**config.mk**
```make
export PLATFORM = sky130hd
export DESIGN_NAME = pci_tgt_hs
export DESIGN_NICKNAME = d
export VERILOG_FILES = /design/src/rtl/pci_tgt_pkg.sv /design/src/rtl/tgt_decode.sv /design/src/rtl/tgt_phase_ctr.sv /design/src/rtl/tgt_fsm.sv /design/src/rtl/pci_tgt_hs.sv
export SDC_FILE = /design/constraint.sdc
export NUM_CORES = 1
export LEC_CHECK = 0
export ABC_AREA = 1
export ABC_CLOCK_PERIOD_IN_PS = 1350
export CORE_MARGIN = 10
export CORE_UTILIZATION = 35
export CTS_BUF_LIST = sky130_fd_sc_hd__clkbuf_8
export DETAILED_ROUTE_END_ITERATION = 16
export DONT_BUFFER_PORTS = 1
export GPL_TIMING_DRIVEN = 0
export PLACE_DENSITY = 0.58
export SYNTH_ARGS = -nofsm -noshare
export SYNTH_HDL_FRONTEND = slang
export SYNTH_SLANG_ARGS = --single-unit
```
**constraint.sdc**
```tcl
create_clock -name clk -period 1.35 [get_ports clk]
set_input_delay 0.27 -clock clk [delete_from_list [all_inputs] [get_ports clk]]
set_output_delay 0.27 -clock clk [all_outputs]
set_load 0.02 [all_outputs]
```
**src/rtl/pci_tgt_pkg.sv**
```systemverilog
package pci_tgt_pkg;

  typedef enum logic [1:0] {
    ST_IDLE = 2'd0,
    ST_ADDR = 2'd1,
    ST_DATA = 2'd2,
    ST_TURN = 2'd3
  } tgt_state_e;

  localparam logic [3:0] CMD_MEM_RD = 4'b0110;
  localparam logic [3:0] CMD_MEM_WR = 4'b0111;

  // command nibble is one this target answers
  function automatic logic cmd_supported(input logic [3:0] c);
    return (c == CMD_MEM_RD) || (c == CMD_MEM_WR);
  endfunction

  function automatic logic cmd_is_write(input logic [3:0] c);
    return c == CMD_MEM_WR;
  endfunction

endpackage

```
**src/rtl/tgt_decode.sv**
```systemverilog
module tgt_decode #(
  parameter int ADDR_W = 32
) (
  input  logic              clk,
  input  logic              rst_n,
  input  logic              capture,
  input  logic [ADDR_W-1:0] ad,
  input  logic [3:0]        cmd,
  input  logic [ADDR_W-1:0] base,
  input  logic [ADDR_W-1:0] mask,
  output logic              cmd_ok,
  output logic              hit,
  output logic              is_write
);
  import pci_tgt_pkg::*;

  logic [ADDR_W-1:0] addr_q;
  logic [3:0]        cmd_q;

  // match on every bit not marked don't-care
  function automatic logic in_window(input logic [ADDR_W-1:0] a,
                                     input logic [ADDR_W-1:0] b,
                                     input logic [ADDR_W-1:0] m);
    return ((a ^ b) & ~m) == '0;
  endfunction

  always_ff @(posedge clk) begin
    if (!rst_n) begin
      addr_q <= '0;
      cmd_q  <= '0;
    end else if (capture) begin
      addr_q <= ad;
      cmd_q  <= cmd;
    end
  end

  assign cmd_ok   = cmd_supported(cmd);
  assign hit      = in_window(addr_q, base, mask) && cmd_supported(cmd_q);
  assign is_write = cmd_is_write(cmd_q);

endmodule

```
**src/rtl/tgt_phase_ctr.sv**
```systemverilog
module tgt_phase_ctr #(
  parameter int MAX_PHASES = 4,
  parameter int IDX_W      = 3
) (
  input  logic             clk,
  input  logic             rst_n,
  input  logic             clear,
  input  logic             step,
  output logic [IDX_W-1:0] count,
  output logic             at_limit
);
  localparam logic [IDX_W-1:0] LIMIT = IDX_W'(MAX_PHASES - 1);

  logic [IDX_W-1:0] count_q;

  always_ff @(posedge clk) begin
    if (!rst_n)     count_q <= '0;
    else if (clear) count_q <= '0;
    else if (step)  count_q <= count_q + 1'b1;
  end

  assign count    = count_q;
  assign at_limit = (count_q == LIMIT);

endmodule

```
**src/rtl/tgt_fsm.sv**
```systemverilog
module tgt_fsm (
  input  logic clk,
  input  logic rst_n,
  input  logic frame,
  input  logic irdy,
  input  logic loc_ready,
  input  logic hit,
  input  logic at_limit,
  output logic addr_phase,
  output logic devsel,
  output logic trdy,
  output logic stop,
  output logic xfer
);
  import pci_tgt_pkg::*;

  tgt_state_e state_q, state_d;
  logic       last_phase;

  assign addr_phase = (state_q == ST_IDLE) && frame;
  assign devsel     = (state_q == ST_DATA);
  assign trdy       = devsel && loc_ready;
  assign stop       = trdy && at_limit;
  assign xfer       = trdy && irdy;
  assign last_phase = xfer && (!frame || stop);

  always_comb begin
    state_d = state_q;
    case (state_q)
      ST_IDLE: if (frame)          state_d = ST_ADDR;
      ST_ADDR: state_d = hit ? ST_DATA : ST_TURN;
      ST_DATA: if (last_phase)     state_d = ST_TURN;
      ST_TURN: if (!frame && !irdy) state_d = ST_IDLE;
      default: state_d = ST_IDLE;
    endcase
  end

  always_ff @(posedge clk) begin
    if (!rst_n) state_q <= ST_IDLE;
    else        state_q <= state_d;
  end

endmodule

```
**src/rtl/pci_tgt_hs.sv**
```systemverilog
module pci_tgt_hs #(
  parameter int  ADDR_W     = 32,
  parameter int  MAX_PHASES = 4,
  localparam int IDX_W      = $clog2(MAX_PHASES + 1)
) (
  input  logic              clk,
  input  logic              rst_n,
  input  logic              bus_frame,
  input  logic              bus_irdy,
  input  logic [ADDR_W-1:0] bus_ad,
  input  logic [3:0]        bus_cmd,
  input  logic [ADDR_W-1:0] win_base,
  input  logic [ADDR_W-1:0] win_mask,
  input  logic              loc_ready,
  output logic              tgt_devsel,
  output logic              tgt_trdy,
  output logic              tgt_stop,
  output logic              loc_strobe,
  output logic              loc_write,
  output logic [IDX_W-1:0]  loc_index
);

  logic addr_phase;
  logic cmd_ok;
  logic hit;
  logic wr_q;
  logic at_limit;
  logic xfer;

  tgt_decode #(.ADDR_W(ADDR_W)) u_dec (
    .clk      (clk),
    .rst_n    (rst_n),
    .capture  (addr_phase),
    .ad       (bus_ad),
    .cmd      (bus_cmd),
    .base     (win_base),
    .mask     (win_mask),
    .cmd_ok   (cmd_ok),
    .hit      (hit),
    .is_write (wr_q)
  );

  tgt_phase_ctr #(.MAX_PHASES(MAX_PHASES), .IDX_W(IDX_W)) u_ctr (
    .clk      (clk),
    .rst_n    (rst_n),
    .clear    (addr_phase),
    .step     (xfer),
    .count    (loc_index),
    .at_limit (at_limit)
  );

  tgt_fsm u_fsm (
    .clk        (clk),
    .rst_n      (rst_n),
    .frame      (bus_frame),
    .irdy       (bus_irdy),
    .loc_ready  (loc_ready),
    .hit        (hit),
    .at_limit   (at_limit),
    .addr_phase (addr_phase),
    .devsel     (tgt_devsel),
    .trdy       (tgt_trdy),
    .stop       (tgt_stop),
    .xfer       (xfer)
  );

  assign loc_strobe = xfer;
  assign loc_write  = tgt_devsel && wr_q;

endmodule

```
==> impl_metrics.json, run 1 <==
{
  "status": "finished, violations left",
  "failed_checks": "negative setup slack",
  "grt_pass1_vias": 2086,
  "path_max_fanout": 8,
  "nets": 489,
  "firstDrtPassIters": 4,
  "diodes": 0,
  "p_leak_nw": 1.225,
  "cp-start-kind": "flip-flop",
  "regToRegSetupSlack_ns": -0.25,
  "synth_mux_area_share_pct": 0,
  "synth_top_family_by_area": "simple AND/OR/NAND/NOR gates",
  "max_slew_margin_pct": 62.55,
  "worstPathRequired_ns": 1.54,
  "fin_ws_ns": -0.2470,
  "r2r_cells": 11,
  "syn_nets": 469,
  "finalHoldViolCount": 0,
  "cts-buffers-inserted": 5,
  "ff_latch_area_um2": 833.3,
  "synth_compound_area_share_pct": 16.13,
  "wirelength_um": 6642,
  "post-synth-top-count-cell": "nor2_1",
  "hold_slack_ns": 0.1253,
  "rsz0062_at_grt": "yes",
  "vias": 2184,
  "cts-root-buf": "clkbuf_8",
  "p_int_mw": 2.894,
  "layout-drive-gt1-share_pct": 17.77,
  "yosys_warnings": 0,
  "clk_path_buf_depth": 2,
  "antenna_left": 0,
  "cts.htree.levels": 2,
  "setup_viol": 44,
  "clock_latency_ns": 0.29,
  "cts_tree": "yes",
  "fin_crit_sh_pct": 118.3,
  "maxCapViolCount": 0,
  "switching_power_mw": 1.717,
  "fin_worst_skew_ns": 0.001835,
  "synthXorXnorAreaFrac_pct": 0.3935,
  "vdd_ir_drop_max_mv": 0.8603,
  "power_frac_comb_pct": 44.2,
  "multi_input_area_um2": 1305,
  "yosys.area_share.simple_pct": 34.35,
  "synth_edf_count": 0,
  "synth-seq-area-share_pct": 36.87,
  "routedWlPerCell_um": 14.69,
  "yosys-top-cells-count": "91 x nor2_1, 77 x nand2_1, 41 x dfxtp_1",
  "r2r_end": "u_fsm.state_q[0]",
  "hp-start": "bus_ad[2]",
  "synth_top_area_share_pct": 36.87,
  "worstSetupPathType": "flip-flop to flip-flop",
  "syn_to_final_growth_pct": 21.98,
  "postSynthAreaPerCell_um2": 6.235,
  "critPathCapture": "u_fsm.state_q[0]",
  "critPathArrivalTime_ns": 1.78,
  "antenna_found_initial": 0,
  "min_period_ns": 1.597,
  "r2r-start": "u_fsm.state_q[0]",
  "synth-async-reset-ratio_pct": 0,
  "synth_cells": 357,
  "dp_hpwl_um": 5127,
  "drcViolationCount": 0,
  "drt_iter0_markers": 37,
  "final.setup.tns_ns": -5.538,
  "worst_hold_path_type": "input port to flip-flop",
  "end_kind": "flip-flop",
  "synth-adder-area-share_pct": 3.935,
  "instances_no_fill": 452,
  "io_pins": 113,
  "synth_cell_types": 27,
  "routed_via_density": 4.832,
  "clkPwrFrac_pct": 17.8,
  "max_slew.worst_pin.slew_ns": 0.5618,
  "fmax_mhz": 626.2,
  "p_sw_share_pct": 37.24,
  "synth_flop_cell": "dfxtp_1",
  "die_w_um": 99.75,
  "synth_area_um2": 2226,
  "fp-row-count": 28,
  "start_util_pct": 36.73,
  "synth_area_leader_cell": "dfxtp_1",
  "core_area_um2": 6061,
  "place_congestion": 0.7685,
  "place_inst": 432,
  "cts.sinks": 41,
  "grt_max_degree": 12,
  "finalPower_mw": 4.612,
  "clkTransAtPathRegs_ns": 0.08,
  "grt_pass1_wl_um": 9901,
  "die_area_um2": 9949,
  "power_density_nw_per_um2": 1698,
  "seq_power_share_pct": 38.0,
  "grt_usage_pct": 12.22,
  "fp.dieH_um": 99.75,
  "yosys_register_bits": 41,
  "overflow": 0,
  "drv_slew": 0,
  "port_buffers": 0,
  "synth_area_leaders": "dfxtp_1 37%, nor2_1 15%, nand2_1 13%",
  "startpoint": "u_fsm.state_q[0]",
  "fillers": 666
}
[registers in the layout, indices dropped and copies added (netlist names)]
| signal | count |
|---|---|
| u_dec.cmd_q | 4 |
| u_ctr.count | 3 |
| u_dec.addr_q | 32 |
| u_fsm.state_q | 2 |
[how the worst min path moves through the flow]
stage	depth (start not counted)	end
6_report	2	u_dec.addr_q[2]
5_1_grt	2	u_dec.cmd_q[1]
2_1_floorplan	2	u_dec.addr_q[14]
3_3_place_gp	2	u_dec.addr_q[14]
4_1_cts	2	u_dec.addr_q[23]
3_5_place_dp	2	u_dec.addr_q[14]
[metal layers]
metal | track usage [%] | vias to the layer above | wire [um]
li1 | - | 1162 | -
met1 | 13.58 | 931 | 2704
met2 | 20.16 | 84 | 3117
met3 | 5.882 | 7 | 756
met4 | 3.638 | 0 | 65
met5 | 0 | - | 0
[final cells by class]
class	instances	area share (%)
sequential	41	30.69
timing repair buffer	13	4.424
buffer	11	4.516
inverter	38	5.668
tap	75	3.456
clock inverter	1	0.1382
multi-input combinational	267	48.06
clock buffer	6	3.041
[critical path, stage by stage (launching register included)]
cell	delay [ns]
dfxtp_4	0.36
inv_4	0.06
ha_4	0.20
nand2_4	0.08
nor2_4	0.27
o21ai_1	0.11
nand2_1	0.08
nand3_2	0.10
clkinv_2	0.08
nand2_2	0.05
nand2_2	0.05
a21oi_2	0.05
[power by group through the flow]
stage          Clock, mW  Sequential, mW  Combinational, mW
4_1_cts            0.858            1.74               1.78
3_5_place_dp           0            1.77               1.43
6_report           0.821            1.75               2.04
3_3_place_gp           0            1.76               1.41
5_1_grt            0.906            1.80               2.29
2_1_floorplan          0            1.72               1.15
[repair_timing]
action	in CTS	in global routing
endpoints found under the setup margin	45	44
resized for setup	37	37
cloned	0	2
setup buffers	7	4
pin swaps	6	5
hold buffers	0	0
[kinds of logic after synthesis]
| family | count (synthesis) |
|---|---|
| fa+ha+maj | 7 |
| simple gates | 189 |
| compound gates | 70 |
| buf+inv | 49 |
| xor+xnor | 1 |
| flops | 41 |
[through the flow]
step                      area (um^2)  utilization [%]  worst slack [ns]
after global placement           2345            38.69           -0.2665
after detailed placement         2345            38.69           -0.2843
after global routing             2715            44.80           -0.3302
after CTS                        2592            42.77           -0.1959
after floorplan                  2251                -           -0.1185
final                            2715            44.80           -0.2470
[placed cells by master (no fill, tap or decap)]
cell type	instances
nor2_2	8
inv_1	27
clkinv_2	1
clkinv_4	1
dfxtp_2	1
nand2_2	3
o21a_1	1
buf_6	4
nand2_1	74
and3_2	1
nor3_1	1
inv_4	2
dfxtp_1	37
xnor2_1	1
dfxtp_4	3
clkbuf_16	2
inv_2	8
o21ai_2	3
nand3_1	7
ha_1	3
or2_1	2
a21oi_2	1
buf_1	1
a21oi_1	22
o21ai_0	23
clkbuf_8	6
nor2_1	83
o21bai_1	1
nor2_4	2
nand3_2	1
ha_4	2
nand3b_1	3
ha_2	2
buf_4	9
buf_2	1
buf_8	4
clkbuf_1	3
o21ai_1	19
nand2_4	2
or2_0	2
No activity file was read; power rests on OpenSTA's default activity.
==> run 2: changes to the inputs <==
--- a/config.mk
+++ b/config.mk
@@ -13,7 +13,8 @@
 export DETAILED_ROUTE_END_ITERATION = 16
 export DONT_BUFFER_PORTS = 1
 export GPL_TIMING_DRIVEN = 0
-export PLACE_DENSITY = 0.58
+export PLACE_DENSITY = 0.51
+export SETUP_SLACK_MARGIN = 0.15
 export SYNTH_ARGS = -nofsm -noshare
 export SYNTH_HDL_FRONTEND = slang
 export SYNTH_SLANG_ARGS = --single-unit
==> run 2 against run 1 <==
  * The run still ends with negative setup slack left
  * Flip-flop and latch count stayed put
  * Design area is 17% higher
  * Final cell count is 1.8% higher
  * Critical endpoint unchanged
==> impl_metrics.json, run 2 (synthesized netlist as in run 1, its figures left out) <==
{
  "status": "finished, violations left",
  "failed_checks": "negative setup slack",
  "clock_latency_ns": 0.29,
  "place_inst": 432,
  "switching_power_mw": 2.164,
  "grt_pass1_vias": 2148,
  "layout-drive-gt1-share_pct": 32.47,
  "grt_usage_pct": 12.99,
  "cts.sinks": 41,
  "core_area_um2": 6061,
  "max_slew_margin_pct": 58.64,
  "slowest_stage": "dfxtp_4",
  "p_sw_share_pct": 38.64,
  "cpMostUsedCell": "nand2_2",
  "fp.dieH_um": 99.75,
  "wirelength_um": 7088,
  "antenna_found_initial": 0,
  "nets": 496,
  "fmax_mhz": 629.0,
  "instances_no_fill": 460,
  "fin_worst_skew_ns": 0.006360,
  "p_int_mw": 3.436,
  "grt_pass1_wl_um": 10430,
  "vdd_ir_drop_max_mv": 0.6784,
  "grt_max_degree": 12,
  "fin_crit_sh_pct": 117.8,
  "worst_hold_path_type": "input port to flip-flop",
  "regMostFlops": "u_dec.addr_q",
  "start_util_pct": 36.73,
  "finalHoldViolCount": 0,
  "die_w_um": 99.75,
  "final_cell_mix": "73 x nand2_1, 61 x nor2_1, 35 x dfxtp_1",
  "antenna_left": 0,
  "cpPeakStageDelay_ns": 0.36,
  "power_density_nw_per_um2": 1756,
  "path_max_fanout": 8,
  "firstDrtPassIters": 4,
  "worstPathRequired_ns": 1.54,
  "place_congestion": 0.7891,
  "top_usage_layer": "met2",
  "port_buffers": 0,
  "io_pins": 113,
  "finalPower_mw": 5.600,
  "routedWlPerCell_um": 15.41,
  "clkTransAtPathRegs_ns": 0.08,
  "cts_tree": "yes",
  "cts.htree.levels": 2,
  "min_period_ns": 1.590,
  "p_leak_nw": 1.377,
  "drcViolationCount": 0,
  "rsz0062_at_grt": "yes",
  "cp-start-kind": "flip-flop",
  "routed_via_density": 4.698,
  "use_met1_pct": 14.12,
  "cts-root-buf": "clkbuf_8",
  "overflow": 0,
  "dp_hpwl_um": 5109,
  "max_slew.worst_pin.slew_ns": 0.6205,
  "cts-buffers-inserted": 5,
  "die_area_um2": 9949,
  "fin_ws_ns": -0.2398,
  "seq_power_share_pct": 33.0,
  "final.setup.tns_ns": -1.116,
  "clk_path_buf_depth": 2,
  "clkPwrFrac_pct": 14.0,
  "grtUsageMet2_pct": 21.75,
  "setup_viol": 16,
  "fp-row-count": 28,
  "final_area_um2": 3189,
  "end_kind": "flip-flop",
  "place_area_um2": 2389,
  "power_frac_comb_pct": 53.0,
  "layout_commonest_cell": "nand2_1",
  "syn_to_final_growth_pct": 43.28,
  "maxCapViolCount": 0,
  "diodes": 0,
  "drt_iter0_markers": 37,
  "grt_use_met3_pct": 6.367,
  "critPathArrivalTime_ns": 1.78,
  "crit_chain": "inv_4 > ha_4 > nand2_4 > nor2_4 > o21ai_2 > nand2_1 > nand3_2 > clkinv_2 > nand2_2 > nand2_2 > a21oi_2",
  "cts_hold_buf": 0,
  "drv_slew": 0,
  "worstSetupPathType": "flip-flop to flip-flop",
  "largest_reg_flops": 32,
  "vias": 2161
}
==> run 2: changes by cell type in the layout (fill, tap and decap cells not counted), moves of 2 or more <==
| cell | change |
|---|---|
| buf_6 | +2 |
| nor2_1 | -22 |
| dfxtp_1 | -2 |
| o21ai_2 | +18 |
| nor2_4 | +23 |
| a21oi_1 | -7 |
| buf_12 | +3 |
| buf_4 | -2 |
| o21ai_0 | -18 |
| clkbuf_16 | +4 |
| a21oi_2 | +7 |
==> run 2: final cells by class <==
cell class | instances | area, um^2
sequential | 41 | 838.3
clock inverter | 3 | 11.26
tap | 75 | 93.84
inverter | 38 | 165.2
multi-input combinational | 267 | 1590
timing repair buffer | 20 | 255.2
clock buffer | 5 | 68.82
fill | 603 | 2872
buffer | 11 | 166.4
==> run 2: power groups by stage <==
stage                     registers, mW  logic, mW  clock network, mW
after global placement             1.77       1.49                  0
after detailed placement           1.78       1.52                  0
after global routing               1.90       3.27              0.855
after CTS                          1.77       2.34              0.829
final                              1.85       2.97              0.784
after floorplan                    1.73       1.25                  0
==> run 2: worst paths after layout <==
| path | start | to | slack, ns | cells past startpoint |
|---|---|---|---|---|
| min | bus_ad[14] | u_dec.addr_q[14] | 0.11 | 2 |
| min reg2reg | u_dec.addr_q[29] | u_dec.addr_q[29] | 0.46 | 2 |
| max reg2reg | u_fsm.state_q[0] | u_fsm.state_q[0] | -0.24 | 11 |
| max | u_fsm.state_q[0] | u_fsm.state_q[0] | -0.24 | 11 |
==> run 2: through the flow <==
| step | worst slack [ns] | util [%] | hold slack [ns] |
|---|---|---|---|
| after floorplan | -0.1064 | - | 0.4152 |
| after global placement | -0.2377 | 39.41 | 0.4282 |
| after detailed placement | -0.2637 | 39.41 | 0.4301 |
| after CTS | -0.2197 | 46.68 | 0.1076 |
| after global routing | -0.3522 | 52.62 | 0.1051 |
| final | -0.2398 | 52.62 | 0.1098 |
==> run 2: critical path, delay by kind of cell, from the launching register on <==
kind            cells  cell delay, ns
simple gates        6            0.66
flops               1            0.36
fa+ha+maj           1            0.19
buf+inv             2            0.14
compound gates      2            0.13
==> run 2: per-layer routing <==
metal | share of wire [%] | vias up | wire length (um)
met5 | 0 | - | 0
li1 | - | 1170 | -
met1 | 40 | 912 | 2826
met4 | 1.3 | 0 | 93
met2 | 48 | 70 | 3413
met3 | 11 | 9 | 755
==> run 2: timing repair <==
item                                   in CTS  in global routing
cloned                                      3                  4
endpoints found under the hold margin       0                  0
pin swaps                                   7                 11
setup endpoints to repair                  46                 46
buffers inserted                           11                  2
resized for setup                          91                 80
